[src/rtl/bp_pkg.sv]
package bp_pkg;
  typedef enum logic [1:0] {
    CTR_SNT = 2'd0,
    CTR_WNT = 2'd1,
    CTR_WT  = 2'd2,
    CTR_ST  = 2'd3
  } ctr_e;

  function automatic ctr_e ctr_train(input ctr_e cur, input logic taken);
    ctr_e nxt;
    nxt = cur;
    unique case (cur)
      CTR_SNT: nxt = taken ? CTR_WNT : CTR_SNT;
      CTR_WNT: nxt = taken ? CTR_WT  : CTR_SNT;
      CTR_WT:  nxt = taken ? CTR_ST  : CTR_WNT;
      CTR_ST:  nxt = taken ? CTR_ST  : CTR_WT;
      default: nxt = CTR_WNT;
    endcase
    return nxt;
  endfunction
endpackage

[src/rtl/bp_history.sv]
module bp_history #(
  parameter int HIST_W = 2,
  parameter int HW_EFF = (HIST_W > 0) ? HIST_W : 1
) (
  input  logic              clk_i,
  input  logic              rst_ni,
  input  logic              shift_i,
  input  logic              taken_i,
  output logic [HW_EFF-1:0] hist_o
);
  generate
    if (HIST_W == 0) begin : g_none
      logic unused_in;
      assign unused_in = clk_i ^ rst_ni ^ shift_i ^ taken_i;
      assign hist_o = '0;
    end else if (HIST_W == 1) begin : g_one
      logic hist_q;
      always_ff @(posedge clk_i or negedge rst_ni) begin
        if (!rst_ni)      hist_q <= 1'b0;
        else if (shift_i) hist_q <= taken_i;
      end
      assign hist_o = hist_q;
    end else begin : g_multi
      logic [HIST_W-1:0] hist_q;
      always_ff @(posedge clk_i or negedge rst_ni) begin
        if (!rst_ni)      hist_q <= '0;
        else if (shift_i) hist_q <= {hist_q[HIST_W-2:0], taken_i};
      end
      assign hist_o = hist_q;
    end
  endgenerate
endmodule

[src/rtl/bp_ctr_table.sv]
module bp_ctr_table
  import bp_pkg::*;
#(
  parameter int IDX_W = 10,
  parameter int DEPTH = 1 << IDX_W
) (
  input  logic             clk_i,
  input  logic             rst_ni,
  input  logic [IDX_W-1:0] rd_idx_i,
  output ctr_e             rd_ctr_o,
  input  logic             wr_en_i,
  input  logic [IDX_W-1:0] wr_idx_i,
  input  logic             wr_taken_i,
  output ctr_e             wr_old_o,
  output ctr_e             wr_new_o
);
  ctr_e tbl_q [DEPTH];

  assign rd_ctr_o = tbl_q[rd_idx_i];
  assign wr_old_o = tbl_q[wr_idx_i];
  assign wr_new_o = ctr_train(wr_old_o, wr_taken_i);

  always_ff @(posedge clk_i or negedge rst_ni) begin
    if (!rst_ni) begin
      for (int i = 0; i < DEPTH; i++) tbl_q[i] <= CTR_WNT;
    end else if (wr_en_i) begin
      tbl_q[wr_idx_i] <= wr_new_o;
    end
  end
endmodule

[src/rtl/bp_gcorr_predictor.sv]
module bp_gcorr_predictor
  import bp_pkg::*;
#(
  parameter int PC_W   = 32,
  parameter int PC_LSB = 2,
  parameter int ADDR_W = 8,
  parameter int HIST_W = 2
) (
  input  logic            clk_i,
  input  logic            rst_ni,
  input  logic [PC_W-1:0] lookup_pc_i,
  output logic            pred_taken_o,
  input  logic            upd_valid_i,
  input  logic [PC_W-1:0] upd_pc_i,
  input  logic            upd_taken_i
);
  localparam int HW_EFF = (HIST_W > 0) ? HIST_W : 1;
  localparam int IDX_W  = ADDR_W + HIST_W;
  localparam int DEPTH  = 1 << IDX_W;

  logic [HW_EFF-1:0] hist;
  logic [IDX_W-1:0]  rd_idx, wr_idx;
  ctr_e              rd_ctr, wr_old_e, wr_new_e;
  logic [1:0]        wr_old, wr_new;
  logic              unused_pc;

  assign unused_pc = ^{lookup_pc_i, upd_pc_i};

  bp_history #(.HIST_W(HIST_W), .HW_EFF(HW_EFF)) u_hist (
    .clk_i   (clk_i),
    .rst_ni  (rst_ni),
    .shift_i (upd_valid_i),
    .taken_i (upd_taken_i),
    .hist_o  (hist)
  );

  generate
    if (HIST_W == 0) begin : g_idx_flat
      assign rd_idx = lookup_pc_i[PC_LSB +: ADDR_W];
      assign wr_idx = upd_pc_i[PC_LSB +: ADDR_W];
    end else begin : g_idx_hist
      // address set in upper field, history picks the counter within it
      assign rd_idx = {lookup_pc_i[PC_LSB +: ADDR_W], hist};
      assign wr_idx = {upd_pc_i[PC_LSB +: ADDR_W], hist};
    end
  endgenerate

  bp_ctr_table #(.IDX_W(IDX_W), .DEPTH(DEPTH)) u_tbl (
    .clk_i      (clk_i),
    .rst_ni     (rst_ni),
    .rd_idx_i   (rd_idx),
    .rd_ctr_o   (rd_ctr),
    .wr_en_i    (upd_valid_i),
    .wr_idx_i   (wr_idx),
    .wr_taken_i (upd_taken_i),
    .wr_old_o   (wr_old_e),
    .wr_new_o   (wr_new_e)
  );

  assign wr_old       = wr_old_e;
  assign wr_new       = wr_new_e;
  assign pred_taken_o = rd_ctr[1];
endmodule

[config.mk]
export PLATFORM = sky130hd
export DESIGN_NAME = bp_gcorr_predictor
export DESIGN_NICKNAME = d
export VERILOG_FILES = /design/src/rtl/bp_pkg.sv /design/src/rtl/bp_history.sv /design/src/rtl/bp_ctr_table.sv /design/src/rtl/bp_gcorr_predictor.sv
export SDC_FILE = /design/constraint.sdc
export NUM_CORES = 2
export LEC_CHECK = 0
export BUFFER_PORTS_ARGS = -buffer_cell sky130_fd_sc_hd__buf_2
export CAP_MARGIN = 0
export CORE_ASPECT_RATIO = 0.75
export CORE_MARGIN = 1.5
export CORE_UTILIZATION = 64
export CTS_BUF_LIST = sky130_fd_sc_hd__clkbuf_16
export CTS_CLUSTER_SIZE = 10
export DETAILED_ROUTE_END_ITERATION = 10
export PLACE_DENSITY = 0.8
export REMOVE_ABC_BUFFERS = 1
export SETUP_SLACK_MARGIN = 0.02
export SYNTH_ARGS = -nofsm -noshare
export SYNTH_HDL_FRONTEND = slang
export SYNTH_SLANG_ARGS = --single-unit
[constraint.sdc]
create_clock -name clk_i -period 5.4 [get_ports clk_i]
set_input_delay 1.08 -clock clk_i [delete_from_list [all_inputs] [get_ports clk_i]]
set_output_delay 1.08 -clock clk_i [all_outputs]
set_load 0.01 [all_outputs]
# ---- After elaboration in Yosys (flattened, before gate mapping)
# Cells that the tools add are included.
dict set report op_classes {
  mul 0
  muxes 14
  n_lt_le_gt_ge 3
  add_sub_neg 0
  eq_ne 3
  shift 0
  bitwise 2
  n_div 0
  reduce_logical 2
}
# op n
set op_table {}
lappend op_table {{$bwmux W2048} 1}
lappend op_table {{$bmux W2 S10} 2}
lappend op_table {{$ge A11 B11 Y1 const B} 2}
lappend op_table {{$not A10 Y11} 2}
lappend op_table {{$demux W2 S10} 1}
lappend op_table {{$mux W2} 7}
lappend op_table {{$lt A11 B1 Y1 const B} 1}
lappend op_table {{$pmux W2 S4} 1}
lappend op_table {{$eq A2 B2 Y1 const B} 2}
lappend op_table {{$eq A2 B1 Y1 const B} 1}
lappend op_table {{$logic_not A2 Y1} 1}
lappend op_table {{$mux W1} 2}
lappend op_table {{$logic_and A1 B1 Y1} 1}
dict set report word_totals {
  latch_bits 0
  romBits 0
  ramBits 0
  elab_cells 1049
  inputBits 68
  reg_bits 2050
  memories 0
}

# ---- Logic depth before layout (Yosys ltp)
dict set report logic_depth {
  ltp_word 7
  ltp_mapped 19
}

# ---- Cells and area by module
# Synthesis repeated with hierarchy kept, for this count alone.
dict set report unflattened {
  hier_cells 15257
  hier_area_um2 142105.0
}
# module cells_per_inst area_per_inst_um2 n_inst
set modules_own_cells {}
lappend modules_own_cells {bp_ctr_table 15253 142032.5 1}
lappend modules_own_cells {bp_history 4 72.6 1}

# ---- Least setup slack after synthesis
# OpenSTA, ideal clock, no wires.
dict set report synth_timing {
  path_type {input to output}
  startpoint {input port lookup_pc_i[3]}
  endpoint {output port pred_taken_o}
  required_time_ps 4320
  slack_ps 621
  n_path_buf 3
  t_arrival_ps 3699
  cell_stages 7
  cell_sequence {clkbuf_1 -> buf_1 -> clkbuf_1 -> mux4_2 -> mux4_2 -> a311oi_1 -> nor4_1}
}
dict set report synth_between {
  elab_chain_len 4
}
# item line
set synth_lines {}
lappend synth_lines {{start: declaration} bp_gcorr_predictor.sv:11} ;# input logic [PC_W-1:0] lookup_pc_i,
lappend synth_lines {{$not A10 Y11 (implied by the code)} bp_ctr_table.sv:19} ;# assign rd_ctr_o = tbl_q[rd_idx_i];
lappend synth_lines {{$bmux W2 S10} bp_ctr_table.sv:19}
lappend synth_lines {{$mux W2 (implied by the code) (2 in a row)} bp_ctr_table.sv:19}
lappend synth_lines {{end: declaration} bp_gcorr_predictor.sv:12} ;# output logic pred_taken_o,
# Every way passes these cells. The select of a mux whose other input is x is not followed.

# ---- Final worst setup path
dict set report layout_timing {
  startpoint {register u_hist.g_multi.hist_q[1], in the netlist u_hist.hist_o[1]}
  endpoint {output port pred_taken_o}
}
dict set report layout_between {
  elab_chain_len 4
}
# item line
set layout_lines {}
lappend layout_lines {{start: declaration} bp_history.sv:24} ;# logic [HIST_W-1:0] hist_q;
lappend layout_lines {{start signal: assignment} bp_history.sv:27} ;# else if (shift_i) hist_q <= {hist_q[HIST_W-2:0], taken_i};
lappend layout_lines {{$not A10 Y11 (implied by the code)} bp_ctr_table.sv:19}
lappend layout_lines {{$bmux W2 S10} bp_ctr_table.sv:19}
lappend layout_lines {{$mux W2 (implied by the code) (2 in a row)} bp_ctr_table.sv:19}
# Every way passes these cells. The select of a mux whose other input is x is not followed.

==> results list <==
- Status: finished with violations
- Violated checks: design-rule violations, negative setup slack
* Number of different library cells in the post-synthesis netlist: 56
- GRT Total Usage: 41.34%
- Number of hold violations in the final report: 0
- Antenna Violating Nets Remaining: 0
- Commonest cells after routing, fill and taps aside: sky130_fd_sc_hd__o21ai_0 (1070), sky130_fd_sc_hd__mux2i_1 (1044), sky130_fd_sc_hd__a21oi_1 (1044), sky130_fd_sc_hd__dfstp_2 (1024), sky130_fd_sc_hd__dfrtp_1 (1024)
- Placeable Area: 167500 um2
- In this run the critical register-to-register path is captured at u_tbl.tbl_q[1868].
* Final GP Congestion: 0.9424
* Depth of the most critical reg-to-reg path: 18
- Setup total negative slack on the finished layout was measured at -79.35 ps.
- The initial antenna violation count is 21.
- After detailed routing, the wire length on met1 is 134000 um.
- Utilization after layout: 70.78%
- The synthesized netlist devotes 0.01969% of its cell area to adder and majority cells.
* CTS tree: done
* Die Area: 171200 um2
* CP Capture Type: output pin
- Kind of start point of the critical path: flop
* Maximum buffer depth of the clock tree: 3
- The first detailed-routing pass took 11 iterations.
* Post-placement worst setup slack: -228.5 ps
* Rel. slew slack: 10.46%
- After Yosys synthesis, and, or, nand and nor cells account for 2.962% of the synthesized area.
- After detailed routing, the met3 layer carries 57120 um of wire.
* Endpoint required time on the critical path: 4320 ps
* Number of enable-type register cells in the synthesized netlist: 0
- Total wire length: 366500 um
- R2r startpoint: u_hist.hist_o[1]
* Design Area, Final: 118600 um2
- The via count of the first global-routing pass is 84880.
* H-tree depth: 4
* Count of buffers inserted at the top-level ports: 20
- For this design the static power due to leakage is 45.80 nW.
* Flop and latch count out of synthesis: 2050
- First-pass GRT wire length: 537900 um
* Total number of vias: 89830
* Commonest non-fill, non-tap cell in the layout: sky130_fd_sc_hd__o21ai_0
- Tracing the worst setup path back leads to its startpoint at u_hist.hist_o[1].
* Hold WS: 206.2 ps
* CP endpoint: pred_taken_o
* Largest net degree at the start of global routing: 142
* Initial core utilization: 64.46%
- Compared with the post-synthesis result, the final layout area differs by 9.805%.
- Placed instance area: 110700 um2
* Root buf cell: sky130_fd_sc_hd__clkbuf_16
* Number of sinks on the clock net: 2050
- For this run, the register share of the synthesized area comes to 48.69%.
- Die Span X: 477.3 um
- Highest fanout seen on the critical path: 7
* Post-Synth XOR/XNOR Area: 0%
* Power per unit of standard cell area: 291.6 nW/um2
* Number of slew-limit violations in the final report: 0
* CP Cell Sequence: buf_8 -> buf_16 -> clkbuf_16 -> buf_16 -> buf_6 -> mux2i_2 -> mux4_2 -> o21ai_4 -> buf_6 -> mux4_2 -> mux2i_1 -> o211ai_1 -> nor3b_2 -> nor4_2 -> buf_2
* Number of warning messages in the yosys log: 0
* Remaining global-route overflow: 0
- Data arrives at the worst endpoint at 4400 ps.
- After the first detailed-routing iteration, the DRC count stood at 15180.
* Multiplexer share of the synthesized area: 13.40%
* Actual slew at the worst max-slew pin: 1340 ps
* DRC viols: 2
- Number of buffers created by CTS: 223
- Combinational family with the most area after synthesis: compound AO/OA/AOI/OAI gates
- Critical path buffers and inverters: 7
- Cell area after synthesis: 108000 um2
- CTS clk-pin slew, worst paths: 60 ps
* Post-detailed-route wirelength per cell: 31.40 um
- In the routed layout, each cell is associated on average with a via count of 7.695.
- Grouping stages by cell kind, the critical path spends the most delay in buffers and inverters.
* Highest clock frequency the design can meet: 182.5 MHz
* Top-Level Pins: 69
* RSZ-0062 raised after global routing: true
- # fillers: 11120
- Final layout net count: 9424
- After detailed routing, no signal wire sits above met5.
- The min-delay analysis places its worst path in the category input pin to asynchronous set/reset pin.
- In this run the number of cells on the critical path is 15.
- Area fraction in compound gates after synthesis: 28.95%
- For this run, asynchronously set or reset flops after synthesis account for 100.0%.
- Mean post-synth cell area: 10.90 um2
- Summed over all nets, the half-perimeter wirelength after detailed placement is 201900 um.
- Die Height: 358.8 um
- Critical-path top delay cell: sky130_fd_sc_hd__dfrtp_4
- Count of maximum capacitance violations: 0
- The later pin in the worst-skew pair is clocked with a latency of 890 ps.
- Final Worst Setup Slack: -79.35 ps
- Number of standard cells after synthesis: 9904
- Share of the clock period used by the worst path after layout: 101.5%
- The clock arrives with 39.92 ps of skew.
* Detail Route met2 WL: 151200 um
- Setup slack of the worst register-to-register path: 20 ps
- Setup violations remaining at the end of the flow were counted as 1.
* Time the final worst path needs with I/O delays and setup: 5479 ps
- Most frequently used flop master after synthesis: sky130_fd_sc_hd__dfrtp_1
- The setup path with the least slack is of type flop to output pin.
* Proportion of layout cells with a drive suffix above 1: 31.92%
- In this design, the stage delay of the slowest critical-path cell is 490 ps.
- Std-Cell Rows: 130
- Across the VDD grid, the largest voltage drop is 0.0002488 V.
-- Yosys cell counts (3+ instances only) --
cell type	count	area share [%]
sky130_fd_sc_hd__nand2_1	201	0.70
sky130_fd_sc_hd__nor3_1	48	0.22
sky130_fd_sc_hd__nor3b_1	3	0.021
sky130_fd_sc_hd__or2_2	4	0.023
sky130_fd_sc_hd__buf_1	16	0.056
sky130_fd_sc_hd__dfstp_2	1024	25
sky130_fd_sc_hd__or3_1	3	0.017
sky130_fd_sc_hd__mux2i_1	1148	11
sky130_fd_sc_hd__a21bo_2	8	0.074
sky130_fd_sc_hd__or4_1	9	0.063
sky130_fd_sc_hd__o2111ai_1	18	0.15
sky130_fd_sc_hd__or4b_1	3	0.028
sky130_fd_sc_hd__nor2_1	255	0.89
sky130_fd_sc_hd__o31ai_2	800	9.3
sky130_fd_sc_hd__mux4_2	128	2.7
sky130_fd_sc_hd__and2_1	9	0.052
sky130_fd_sc_hd__buf_4	45	0.31
sky130_fd_sc_hd__a221oi_1	6	0.049
sky130_fd_sc_hd__o22a_1	9	0.073
sky130_fd_sc_hd__a21oi_1	1044	4.8
sky130_fd_sc_hd__and3_1	4	0.023
sky130_fd_sc_hd__nand2b_1	13	0.075
sky130_fd_sc_hd__mux2_2	9	0.094
sky130_fd_sc_hd__buf_2	257	1.2
sky130_fd_sc_hd__nor2b_1	8	0.046
sky130_fd_sc_hd__inv_1	5	0.017
sky130_fd_sc_hd__clkbuf_1	852	3.0
sky130_fd_sc_hd__nand4b_1	3	0.024
sky130_fd_sc_hd__a31oi_1	970	5.6
sky130_fd_sc_hd__o31ai_1	177	1.2
sky130_fd_sc_hd__nand4_1	4	0.023
sky130_fd_sc_hd__a22o_1	6	0.049
sky130_fd_sc_hd__nor4_1	79	0.46
sky130_fd_sc_hd__nand3_1	35	0.16
sky130_fd_sc_hd__o21ai_0	1073	5.0
sky130_fd_sc_hd__dfrtp_1	1026	24
sky130_fd_sc_hd__o211ai_1	9	0.063
sky130_fd_sc_hd__nand4bb_1	6	0.063
sky130_fd_sc_hd__o22ai_1	414	2.4
sky130_fd_sc_hd__a22oi_1	16	0.11
sky130_fd_sc_hd__buf_6	138	1.4
-- logic make-up after synthesis --
logic type,count (synthesis)
muxes,1285
AOI/OAI and AO/OA,4557
and+or+nand+nor,695
DFF,2050
adders and majority gates,2
buffers and inverters,1315
-- worst register-to-register path: stages (launching register included) --
cell and delay (ps):
sky130_fd_sc_hd__dfrtp_4 430, sky130_fd_sc_hd__buf_8 150, sky130_fd_sc_hd__clkbuf_16 210, sky130_fd_sc_hd__buf_4 390
sky130_fd_sc_hd__buf_16 320, sky130_fd_sc_hd__mux2i_1 440, sky130_fd_sc_hd__o22ai_1 160, sky130_fd_sc_hd__nor4_1 320
sky130_fd_sc_hd__nand2_1 190, sky130_fd_sc_hd__a22oi_1 300, sky130_fd_sc_hd__nand4_1 140, sky130_fd_sc_hd__buf_4 230
sky130_fd_sc_hd__nor4_1 310, sky130_fd_sc_hd__buf_4 220, sky130_fd_sc_hd__nand3b_1 150, sky130_fd_sc_hd__maj3_4 430
sky130_fd_sc_hd__buf_12 210, sky130_fd_sc_hd__buf_12 260, sky130_fd_sc_hd__o31ai_1 370
-- routing by layer --
metal / up-vias / track usage (%)
li1: 36680 / -
met1: 44110 / 55.67
met2: 7219 / 57.51
met3: 1800 / 15.95
met4: 20 / 22.68
met5: - / 0
-- registers in the layout (all words and copies together), names as in the netlist --
name and flops:
u_tbl.tbl_q 2048, u_hist.hist_o 2
-- how the worst min path moves through the flow --
stage | to | startpoint | slack [ps] | cells after the start
floorplan | u_tbl.tbl_q[50] | u_tbl.tbl_q[50] | 450 | 2
global placement | u_tbl.tbl_q[4] | u_tbl.tbl_q[4] | 470 | 2
detailed placement | u_tbl.tbl_q[50] | u_tbl.tbl_q[50] | 470 | 2
CTS | u_tbl.tbl_q[583] | rst_ni | 200 | 1
global route | u_tbl.tbl_q[583] | rst_ni | 230 | 1
finish | u_tbl.tbl_q[615] | rst_ni | 210 | 1
-- stage by stage --
step / power, mW / instances
floorplan: 20.93 / 8596
global placement: 20.61 / 11330
detailed placement: 20.76 / 11330
CTS: 34.21 / 11640
global route: 35.34 / 11660
finish: 34.58 / 11670
-- final cells by class --
cell class / instances / area, um2 / area share, %
antenna: 15 / 37.54 / 0.03165
clock buffer: 229 / 5731 / 4.832
clock inverter: 54 / 239.0 / 0.2015
inverter: 7 / 26.28 / 0.02216
multi-input combinational: 6539 / 50660 / 42.72
sequential: 2050 / 52590 / 44.34
tap: 2244 / 2808 / 2.368
timing repair buffer: 535 / 6499 / 5.480
-- report_power, final --
| group | total, mW | switching, mW | internal [mW] |
|---|---|---|---|
| sequential | 16.2 | 0.254 | 15.9 |
| combinational | 4.90 | 3.25 | 1.65 |
| clock | 13.5 | 6.08 | 7.40 |
-- timing repair --
| action | 4_1_cts | 5_1_grt |
|---|---|---|
| cloned | 14 | 10 |
| buffers inserted | 14 | 10 |
| pin swaps | 3 | 6 |
| endpoints found under the setup margin | 1 | 1671 |
| resized for setup | 113 | 96 |
| hold buffers | 0 | 0 |
Power figures use the tool's default switching activity.
